File: src/rtl/fbs_pkg.sv
package fbs_pkg;

  localparam int BYTE_W  = 8;
  localparam int PTR_W   = 3;
  localparam int MIN_DIV = 3;

  typedef enum logic [1:0] {
    SRC_EXT  = 2'b00,
    SRC_AUX  = 2'b01,
    SRC_SYS  = 2'b10,
    SRC_SYS2 = 2'b11
  } src_sel_e;

  function automatic logic vote3(input logic a, input logic b, input logic c);
    return (a & b) | (a & c) | (b & c);
  endfunction

endpackage

File: src/rtl/fbs_rst_sync.sv
module fbs_rst_sync #(
  parameter int STAGES = 2
) (
  input  logic clk,
  input  logic arst_n,
  output logic srst_n
);

  logic [STAGES-1:0] sh_q;
  logic [STAGES-1:0] sh_d;

  always_comb begin
    sh_d = {sh_q[STAGES-2:0], 1'b1};
  end

  always_ff @(posedge clk or negedge arst_n) begin
    if (!arst_n) begin
      sh_q <= '0;
    end else begin
      sh_q <= sh_d;
    end
  end

  assign srst_n = sh_q[STAGES-1];

endmodule

File: src/rtl/fbs_src_mux.sv
module fbs_src_mux
  import fbs_pkg::*;
(
  input  logic [1:0] sel,
  input  logic       ext_tick,
  input  logic       aux_tick,
  input  logic       sys_tick,
  output logic       tick
);

  always_comb begin
    case (src_sel_e'(sel))
      SRC_EXT: tick = ext_tick;
      SRC_AUX: tick = aux_tick;
      default: tick = sys_tick;
    endcase
  end

endmodule

File: src/rtl/fbs_cfg_regs.sv
module fbs_cfg_regs
  import fbs_pkg::*;
#(
  parameter int DIV_BYTES = 2,
  parameter int DIV_W     = DIV_BYTES * BYTE_W
) (
  input  logic                 clk,
  input  logic                 rst_n,
  input  logic [BYTE_W-1:0]    wr_data,
  input  logic [DIV_BYTES-1:0] wr_div_byte,
  input  logic                 wr_mod,
  input  logic                 bit_start,
  output logic [DIV_W-1:0]     div_act,
  output logic [BYTE_W-1:0]    mod_act,
  output logic                 run_ok
);

  logic [DIV_W-1:0]  div_sh_q, div_sh_d;
  logic [DIV_W-1:0]  div_act_q, div_act_d;
  logic [BYTE_W-1:0] mod_sh_q, mod_sh_d;
  logic [BYTE_W-1:0] mod_act_q, mod_act_d;
  logic              run_q, run_d;

  // holding register: each byte lane has its own write strobe
  for (genvar b = 0; b < DIV_BYTES; b++) begin : g_lane
    assign div_sh_d[b*BYTE_W +: BYTE_W] =
      wr_div_byte[b] ? wr_data : div_sh_q[b*BYTE_W +: BYTE_W];
  end

  always_comb begin
    mod_sh_d  = wr_mod ? wr_data : mod_sh_q;
    div_act_d = div_act_q;
    mod_act_d = mod_act_q;
    run_d     = run_q;
    if (bit_start) begin
      // same-cycle writes are included in what gets captured
      div_act_d = div_sh_d;
      mod_act_d = mod_sh_d;
      run_d     = (div_sh_d >= DIV_W'(MIN_DIV));
    end
  end

  always_ff @(posedge clk or negedge rst_n) begin
    if (!rst_n) begin
      div_sh_q  <= '0;
      div_act_q <= '0;
      mod_sh_q  <= '0;
      mod_act_q <= '0;
      run_q     <= 1'b0;
    end else begin
      div_sh_q  <= div_sh_d;
      div_act_q <= div_act_d;
      mod_sh_q  <= mod_sh_d;
      mod_act_q <= mod_act_d;
      run_q     <= run_d;
    end
  end

  assign div_act = div_act_q;
  assign mod_act = mod_act_q;
  assign run_ok  = run_q;

endmodule

File: src/rtl/fbs_half_timer.sv
module fbs_half_timer
  import fbs_pkg::*;
#(
  parameter int DIV_W = 16
) (
  input  logic              clk,
  input  logic              rst_n,
  input  logic              restart,
  input  logic              adv,
  input  logic [DIV_W-1:0]  div_act,
  input  logic [BYTE_W-1:0] mod_act,
  output logic              bit_clk,
  output logic              bit_end,
  output logic [PTR_W-1:0]  mod_ptr
);

  logic [DIV_W-1:0] half_len, low_len, high_len, cur_cnt;
  logic [DIV_W-1:0] cnt_q, cnt_d;
  logic [PTR_W-1:0] ptr_q, ptr_d;
  logic             bclk_q, bclk_d;
  logic             cur_m, last_tick;

  always_comb begin
    half_len  = div_act >> 1;
    cur_m     = mod_act[ptr_q];
    low_len   = half_len + DIV_W'(div_act[0]);
    high_len  = half_len + DIV_W'(cur_m);
    // a zero count means the first low half has not been loaded yet
    cur_cnt   = (cnt_q == '0) ? low_len : cnt_q;
    last_tick = (cur_cnt == DIV_W'(1));
  end

  always_comb begin
    cnt_d  = cnt_q;
    ptr_d  = ptr_q;
    bclk_d = bclk_q;
    if (restart) begin
      cnt_d  = '0;
      ptr_d  = '0;
      bclk_d = 1'b0;
    end else if (adv) begin
      if (last_tick) begin
        if (!bclk_q) begin
          bclk_d = 1'b1;
          cnt_d  = high_len;
        end else begin
          bclk_d = 1'b0;
          cnt_d  = low_len;
          ptr_d  = ptr_q + PTR_W'(1);
        end
      end else begin
        cnt_d = cur_cnt - DIV_W'(1);
      end
    end
  end

  always_ff @(posedge clk or negedge rst_n) begin
    if (!rst_n) begin
      cnt_q  <= '0;
      ptr_q  <= '0;
      bclk_q <= 1'b0;
    end else begin
      cnt_q  <= cnt_d;
      ptr_q  <= ptr_d;
      bclk_q <= bclk_d;
    end
  end

  assign bit_end = adv & ~restart & bclk_q & last_tick;
  assign bit_clk = bclk_q;
  assign mod_ptr = ptr_q;

endmodule

File: src/rtl/fbs_mid_sampler.sv
module fbs_mid_sampler
  import fbs_pkg::*;
#(
  parameter int DIV_W = 16
) (
  input  logic             clk,
  input  logic             rst_n,
  input  logic             restart,
  input  logic             adv,
  input  logic             bit_end,
  input  logic [DIV_W-1:0] div_act,
  input  logic             rxd,
  output logic             sample_stb,
  output logic             rx_bit
);

  logic [DIV_W-1:0] half_len;
  logic [DIV_W-1:0] pos_q, pos_d;
  logic             s_early_q, s_early_d;
  logic             s_mid_q, s_mid_d;
  logic             rx_q, rx_d;
  logic             stb_q, stb_d;
  logic             hit_early, hit_mid, hit_late;

  always_comb begin
    half_len  = div_act >> 1;
    hit_early = (pos_q == half_len - DIV_W'(1));
    hit_mid   = (pos_q == half_len);
    hit_late  = (pos_q == half_len + DIV_W'(1));
  end

  always_comb begin
    pos_d     = pos_q;
    s_early_d = s_early_q;
    s_mid_d   = s_mid_q;
    rx_d      = rx_q;
    stb_d     = 1'b0;
    if (restart) begin
      pos_d = '0;
    end else if (adv) begin
      pos_d = bit_end ? '0 : pos_q + DIV_W'(1);
      if (hit_early) s_early_d = rxd;
      if (hit_mid)   s_mid_d   = rxd;
      if (hit_late) begin
        rx_d  = vote3(s_early_q, s_mid_q, rxd);
        stb_d = 1'b1;
      end
    end
  end

  always_ff @(posedge clk or negedge rst_n) begin
    if (!rst_n) begin
      pos_q     <= '0;
      s_early_q <= 1'b0;
      s_mid_q   <= 1'b0;
      rx_q      <= 1'b0;
      stb_q     <= 1'b0;
    end else begin
      pos_q     <= pos_d;
      s_early_q <= s_early_d;
      s_mid_q   <= s_mid_d;
      rx_q      <= rx_d;
      stb_q     <= stb_d;
    end
  end

  assign sample_stb = stb_q;
  assign rx_bit     = rx_q;

endmodule

File: src/rtl/frac_baud_sampler.sv
module frac_baud_sampler
  import fbs_pkg::*;
#(
  parameter int DIV_BYTES   = 2,
  parameter int SYNC_STAGES = 2
) (
  input  logic                 clk,
  input  logic                 rst_n,
  input  logic [1:0]           src_sel,
  input  logic                 ext_tick,
  input  logic                 aux_tick,
  input  logic                 sys_tick,
  input  logic [BYTE_W-1:0]    wr_data,
  input  logic [DIV_BYTES-1:0] wr_div_byte,
  input  logic                 wr_mod,
  input  logic                 bit_start,
  input  logic                 rxd,
  output logic                 bit_clk,
  output logic                 sample_stb,
  output logic                 rx_bit
);

  localparam int DIV_W = DIV_BYTES * BYTE_W;

  logic              srst_n;
  logic              tick;
  logic              adv;
  logic              run_ok;
  logic              bit_end;
  logic [DIV_W-1:0]  div_act;
  logic [BYTE_W-1:0] mod_act;
  logic [PTR_W-1:0]  mod_ptr;

  fbs_rst_sync #(.STAGES(SYNC_STAGES)) u_rst (
    .clk    (clk),
    .arst_n (rst_n),
    .srst_n (srst_n)
  );

  fbs_src_mux u_mux (
    .sel      (src_sel),
    .ext_tick (ext_tick),
    .aux_tick (aux_tick),
    .sys_tick (sys_tick),
    .tick     (tick)
  );

  fbs_cfg_regs #(.DIV_BYTES(DIV_BYTES), .DIV_W(DIV_W)) u_cfg (
    .clk         (clk),
    .rst_n       (srst_n),
    .wr_data     (wr_data),
    .wr_div_byte (wr_div_byte),
    .wr_mod      (wr_mod),
    .bit_start   (bit_start),
    .div_act     (div_act),
    .mod_act     (mod_act),
    .run_ok      (run_ok)
  );

  // a tick in the restart cycle is dropped
  assign adv = tick & run_ok & ~bit_start;

  fbs_half_timer #(.DIV_W(DIV_W)) u_timer (
    .clk     (clk),
    .rst_n   (srst_n),
    .restart (bit_start),
    .adv     (adv),
    .div_act (div_act),
    .mod_act (mod_act),
    .bit_clk (bit_clk),
    .bit_end (bit_end),
    .mod_ptr (mod_ptr)
  );

  fbs_mid_sampler #(.DIV_W(DIV_W)) u_samp (
    .clk        (clk),
    .rst_n      (srst_n),
    .restart    (bit_start),
    .adv        (adv),
    .bit_end    (bit_end),
    .div_act    (div_act),
    .rxd        (rxd),
    .sample_stb (sample_stb),
    .rx_bit     (rx_bit)
  );

endmodule

File: config.mk
export PLATFORM = sky130hd
export DESIGN_NAME = frac_baud_sampler
export DESIGN_NICKNAME = d
export VERILOG_FILES = /design/src/rtl/fbs_pkg.sv /design/src/rtl/fbs_rst_sync.sv /design/src/rtl/fbs_src_mux.sv /design/src/rtl/fbs_cfg_regs.sv /design/src/rtl/fbs_half_timer.sv /design/src/rtl/fbs_mid_sampler.sv /design/src/rtl/frac_baud_sampler.sv
export SDC_FILE = /design/constraint.sdc
export NUM_CORES = 1
export LEC_CHECK = 0
export BUFFER_PORTS_ARGS = -buffer_cell sky130_fd_sc_hd__buf_4
export CORE_ASPECT_RATIO = 2
export CORE_MARGIN = 2
export CORE_UTILIZATION = 62
export CTS_CLUSTER_DIAMETER = 50
export CTS_CLUSTER_SIZE = 30
export DETAILED_ROUTE_END_ITERATION = 16
export HOLD_SLACK_MARGIN = 0.03
export MAX_ROUTING_LAYER = met4
export PLACE_DENSITY = 0.89
export SYNTH_ARGS = -nofsm -noshare
export SYNTH_HDL_FRONTEND = slang
export SYNTH_SLANG_ARGS = --single-unit
File: constraint.sdc
create_clock -name clk -period 9 [get_ports clk]
set_clock_uncertainty 0.15 [all_clocks]
set_input_delay 1.35 -clock clk [delete_from_list [all_inputs] [get_ports clk]]
set_output_delay 1.35 -clock clk [all_outputs]
set_load 0.005 [all_outputs]
After elaboration in Yosys (flattened, before gate mapping)
Index checks and enable logic that the tools add are counted.

operators by class
  reductions and logical operators = 10
  $lt $le $gt $ge = 2
  $add $sub $neg = 7
  muxes and demuxes = 25
  eq/ne operators = 5
  bitwise operators = 11

operators by type and width
  kind                     count
  $mux W16                 8
  $add A15 B1 Y16          2
  $eq A16 B16 Y1           2
  $mux W8                  3
  $add A15 B1 Y16 const B  1
  $add A16 B1 Y16 const B  1
  $eq A16 B1 Y1 const B    1
  $eq A16 B15 Y1           1
  $ge A16 B2 Y1 const B    1
  $logic_not A16 Y1        1
  $sub A15 B1 Y16 const B  1
  $sub A16 B1 Y16 const B  1
  $mux W3                  4
  $reduce_and A3 Y1        4
  $and A1 B1 Y1            8
  $mux W1                  8
  $reduce_bool A2 Y1       3
  $lt A3 B4 Y1 const B     1
  $add A3 B1 Y3 const B    1
  $bmux W1 S3              1
  $eq A2 B1 Y1 const B     1
  $logic_not A2 Y1         1
  $or A1 B1 Y1             2
  $pmux W1 S2              1
  other kinds (2)          2

storage, ports and cells
  flip-flop bits (word level) = 91
  word-level logic and storage cells = 74
  output and inout bits = 3
  input bits = 20

Longest topological paths before layout
  word-level depth = 10
  gate-level depth with buffers = 16
  gate-level depth less buffers = 12

Cells and area by module
Synthesis repeated with hierarchy kept, for this count alone.

unflattened totals
  cell total of the unflattened synthesis = 709
  area total of the unflattened synthesis = 6537.5 um^2

modules (own cells, without submodules)
  module             cells each  instances  area each (um^2)  sequential area each (um^2)
  fbs_half_timer     322         1          2549.9            500.5
  fbs_mid_sampler    256         1          1994.4            500.5
  fbs_cfg_regs       124         1          1911.8            1226.2
  fbs_rst_sync       3           1          53.8              50.0
  fbs_src_mux        3           1          18.8              0.0
  frac_baud_sampler  1           1          8.8               0.0

Worst setup path before layout
OpenSTA, ideal clock, no wires.

  path type = input -> register
  start = input port src_sel[0]
  end = register u_samp.s_early_q
  stages = 8
  library setup time = 127 ps
  path slack = 5691 ps
  path buffers = 0
  data required time = 8723 ps
  data arrival time = 3032 ps
  path through = mux2_2 > o211a_1 > nand2b_1 > nor2_1 > nand4_1 > nor3_1 > or4b_1 > mux2_1

on the way
  longest elaborated chain between the ends = 5
  elaborated cells between the ends (all ways) = 6
  classes of those cells = eq/ne: 1; mux: 1; bitwise: 2; reduce/logical: 2

RTL lines
  what                                              line                     source
  start: declaration                                frac_baud_sampler.sv:9   input logic [1:0] src_sel,
  $eq A2 B1 Y1 or $logic_not A2 Y1 (tied branches)  fbs_src_mux.sv:12        case (src_sel_e'(sel))
  $pmux W1 S2 (*)                                   fbs_src_mux.sv:12
  $and A1 B1 Y1 (*) (2 in series)                   frac_baud_sampler.sv:61  assign adv = tick & run_ok & ~bit_start;
  $reduce_and A3 Y1 (no source line) (*)            n/a
  end signal: assignment                            fbs_mid_sampler.sv:60    s_early_q <= s_early_d;
  end: declaration                                  fbs_mid_sampler.sv:19    logic s_early_q, s_early_d;

Every way passes the cells marked *; elsewhere a longest branch is shown, timed or not.
A chain may end at the register's enable or synchronous reset.

Worst setup path in the final report
  start = register u_cfg.div_act_q[6], in the netlist u_cfg.div_act[6]
  end = register u_samp.pos_q[11]

on the way
  longest elaborated chain between the ends = 7

RTL lines
  what                      line                   source
  start: declaration        fbs_cfg_regs.sv:19     logic [DIV_W-1:0] div_act_q, div_act_d;
  start signal: assignment  fbs_cfg_regs.sv:52     div_act_q <= div_act_d;
  $add A15 B1 Y16           fbs_half_timer.sv:26   low_len = half_len + DIV_W'(div_act[0]);
  $mux W16                  fbs_half_timer.sv:29   cur_cnt = (cnt_q == '0) ? low_len : cnt_q;
  $eq A16 B1 Y1             fbs_half_timer.sv:30   last_tick = (cur_cnt == DIV_W'(1));
  $and A1 B1 Y1             fbs_half_timer.sv:69   assign bit_end = adv & ~restart & bclk_q & last_tick;
  $mux W16                  fbs_mid_sampler.sv:41  pos_d = bit_end ? '0 : pos_q + DIV_W'(1);
  $mux W16                  fbs_mid_sampler.sv:40  end else if (adv) begin
  $mux W16                  fbs_mid_sampler.sv:38  if (restart) begin
  end signal: assignment    fbs_mid_sampler.sv:59  pos_q <= pos_d;
  end: declaration          fbs_mid_sampler.sv:18  logic [DIV_W-1:0] pos_q, pos_d;

Every way passes these cells. The select of a mux whose other input is x is not followed.

==> reports/results.tsv <==
stage	metric	value	unit
setup_path	crit path max fanout	20	
hold_path	Hold Path Sink	u_rst.sh_q[1]	
timing	total negative slack	0	ps
placement	Final HPWL DP	13380	um
hold_path	Worst Hold Path Cells	0	
timing	final hold vios	0	
setup_path	crit path capture type	flop	
die	chip height	146.0	um
finish	leading cell type in the layout, fill and taps excluded	dfrtp_1	
setup_path	CP dominant cell by count	nand4_1	
setup_path	r2r endpoint	u_samp.pos_q[11]	
global_routing	vias in the first global route	5700	
detailed_routing	Final ANT Viol Nets	0	
timing	final setup vio count	0	
clock_tree	clk_lat worst skew	350	ps
synth	asr flop ratio synth	1.000	
synth	Mapped Area	6247	um2
timing	top achievable clock speed	0.2244	GHz
synth	Mapped Cells	718	
detailed_routing	drt total wl	18530	um
setup_path	flop-to-flop setup slack	4540	ps
die	Initial Util	0.6399	
pwr	internal power	0.8776	mW
placement	gpl congestion	1.012	
global_routing	antenna violations before repair	0	
synth	largest family of logic cells by synthesized area	simple AND/OR/NAND/NOR gates	
hold_path	Hold WC Path Type	flop to flop	
synth	syn_area_per_cell	8.701	um2
setup_path	worst r2r path cells	8	
synth	EDFF count, synth	0	
finish	Area Growth Syn to Fin	6.850	%
setup_path	Slowest cell on crit path	dfrtp_1	
finish	Nets	733	
setup_path	Data arrival, critical path	4510	ps
pwr	Flop pwr share	0.366	
global_routing	largest net degree at the start of global routing	90	
synth	register area share after synthesis	0.3645	
detailed_routing	DR vias/cell	6.805	
global_routing	grt total ovfl	0	
clock_tree	Reg clk slew, reported paths	70	ps
synth	synthesized flop and latch total	91	
synth	adder-cell share of the synthesized area	0.02163	
finish	ant diodes	0	
setup_path	CP Class	flop to flop	
setup_path	crit-path max cell delay	880	ps
die	I/O pin total	23	
pwr	switching power	0.6222	mW
pwr	Comb pwr share	0.382	
synth	Distinct cells, synth	72	
finish	commonest cells after routing, fill and taps aside	90 x dfrtp_1, 71 x nor2_1, 61 x nand2_1	
timing	worst slew pin tran	1148	ps
pwr	pwr/cell area	224.7	nW/um2
synth	dominant synthesized flop cell	dfrtp_1	
pwr	clock power share	0.253	
clock_tree	cts hold-fix bufs	0	
pwr	sw frac	0.4149	
timing	minimum clock period	4457	ps
detailed_routing	WL/cell	22.06	um
clock_tree	clock tree sinks	91	
detailed_routing	total number of vias	5716	
die	# rows	51	
synth	Compound-Gate Fraction of Synth Area	0.1606	
synth	Synthesized Nets	748	
clock_tree	H-tree depth	3	
die	die area	10940	um2
clock_tree	total CTS buffers	9	
flow_run	Max-Cap Viols	0	
detailed_routing	number of remaining DRC errors	0	
hold_path	worst hold start	u_rst.sh_q[0]	
finish	Layout Cells excl Fill	840	
pwr	static leakage	2.750	nW
clock_tree	TritonCTS clock tree	yes	
setup_path	r2r startpoint	u_cfg.div_act[6]	
detailed_routing	DRT Pass-1 Iters	6	
setup_path	CP required	9050	ps
clock_tree	clock buffer depth	2	
placement	Placed Cells	824	
synth	Yosys warnings	0	
setup_path	critical-path cell list	nand4_1, nor3_1, mux2i_1, nand4_1, a211oi_2, nand2_1, o21ai_1, o311ai_0	
timing	Worst slew margin	0.2346	
placement	port buffer count	22	
clock_tree	Post-CTS Setup Inserts	0	
die	Die X	74.98	um
clock_tree	CTS Root Buffer Type	clkbuf_16	
timing	Tcrit/Tclk final	0.4952	
synth	mux cell area share after synthesis	0.08912	
die	core box area	9763	um2
timing	Slew Limit Fails	0	
global_routing	first-pass GRT wire length	29420	um
pwr	Max VDD drop	162.4	uV
synth	xor and xnor area share after synthesis	0.09113	
global_routing	All-Layer GR Usage	0.3699	
outcome	status	completed	
clock_tree	Post-CTS Resized	0	
finish	proportion of layout cells with a drive suffix above 1	0.1144	
synth	post-synthesis simple-gate area fraction	0.2193	
timing	unrepaired setup endpoints after global routing	no	
detailed_routing	DRT iter0 DRCs	523	
setup_path	crit start category	flop	
[cell usage after synthesis, drive strengths merged (5+ instances only)]
cell type | instances | area share
a21o | 6 | 0.0072
a211oi | 8 | 0.012
o22ai | 5 | 0.0050
mux2i | 23 | 0.037
nor4 | 13 | 0.018
and3 | 12 | 0.012
clkbuf | 25 | 0.015
nor3 | 25 | 0.020
xor2 | 25 | 0.035
a31oi | 11 | 0.011
ha | 10 | 0.020
or3 | 8 | 0.0080
o311ai | 5 | 0.0070
nand2 | 61 | 0.037
o21ai | 25 | 0.020
or2 | 6 | 0.0060
nand4 | 19 | 0.019
a21oi | 49 | 0.039
nor2 | 72 | 0.043
dfrtp | 91 | 0.36
buf | 24 | 0.021
mux2 | 25 | 0.045
nand3 | 30 | 0.024
xnor2 | 40 | 0.056
inv | 29 | 0.017
[state kept, by name, summed over array words and instances, names as in the netlist]
name	cells
u_cfg.mod_sh_q	8
u_timer.cnt_q	16
u_cfg.mod_act	8
u_timer.mod_ptr	3
u_cfg.div_act	16
u_cfg.run_ok	1
u_samp.sample_stb	1
u_timer.bit_clk	1
u_samp.pos_q	16
u_cfg.div_sh_q	16
u_samp.rx_bit	1
u_samp.s_mid_q	1
u_samp.s_early_q	1
u_rst.sh_q	2
[power by group through the flow]
stage          Clock (mW)  Sequential [mW]  Combinational [mW]
6_report            0.379            0.548               0.573
5_1_grt             0.404            0.555               0.626
4_1_cts             0.384            0.544               0.561
3_5_place_dp            0            0.551               0.556
3_3_place_gp            0            0.547               0.547
2_1_floorplan           0            0.502               0.463
[worst max-delay path: cells and delay by family (launching register included)]
kind            cells  cell delay [ps]
simple gates        4             1620
compound gates      3             1220
mux                 1              420
flops               1              880
[logic make-up after synthesis]
kind of cell    Yosys count
simple gates            271
compound gates          151
flops                    91
buf+inv                  78
xor+xnor                 65
mux                      50
fa+ha+maj                11
other cells               1
[routing by layer]
layer / part of all wire / vias to the layer above / track usage
met2: 0.53 / 297 / 0.6026
met3: 0.052 / 109 / 0.05817
met4: 0.079 / 0 / 0.2455
met1: 0.34 / 2755 / 0.3966
met5: 0 / - / -
li1: - / 2555 / -
[how the worst max path moves through the flow]
| stage | startpoint | endpoint | slack [ps] | cells past startpoint |
|---|---|---|---|---|
| 6_report | u_cfg.div_act[6] | u_samp.pos_q[11] | 4540 | 8 |
| 3_5_place_dp | src_sel[0] | u_samp.s_early_q | 4490 | 9 |
| 2_1_floorplan | src_sel[0] | u_samp.s_early_q | 5690 | 8 |
| 3_3_place_gp | src_sel[0] | u_samp.s_early_q | 4490 | 9 |
| 4_1_cts | u_cfg.div_act[6] | u_samp.pos_q[11] | 4660 | 8 |
| 5_1_grt | u_cfg.div_act[6] | u_samp.pos_q[11] | 4280 | 8 |
[through the flow]
stage / hold WS [ps] / utilization / area, um2 / total power [mW] / worst slack, ps
final: 211.0 / 0.6837 / 6675 / 1.500 / 4543
after detailed placement: 187.8 / 0.6523 / 6369 / 1.107 / 4490
after global routing: 225.5 / 0.6837 / 6675 / 1.584 / 4278
after floorplan: 181.2 / - / 6247 / 0.9649 / 5691
after global placement: 194.4 / 0.6523 / 6369 / 1.095 / 4494
after CTS: 213.6 / 0.6837 / 6675 / 1.489 / 4662
[cell type report]
cell class | instances | area [um2]
multi-input combinational | 549 | 3641
fill | 795 | 3088
sequential | 91 | 2281
clock buffer | 9 | 225.2
timing repair buffer | 23 | 172.7
tap | 132 | 165.2
inverter | 29 | 108.9
clock inverter | 7 | 81.33
No activity file was read; power rests on OpenSTA's default activity.
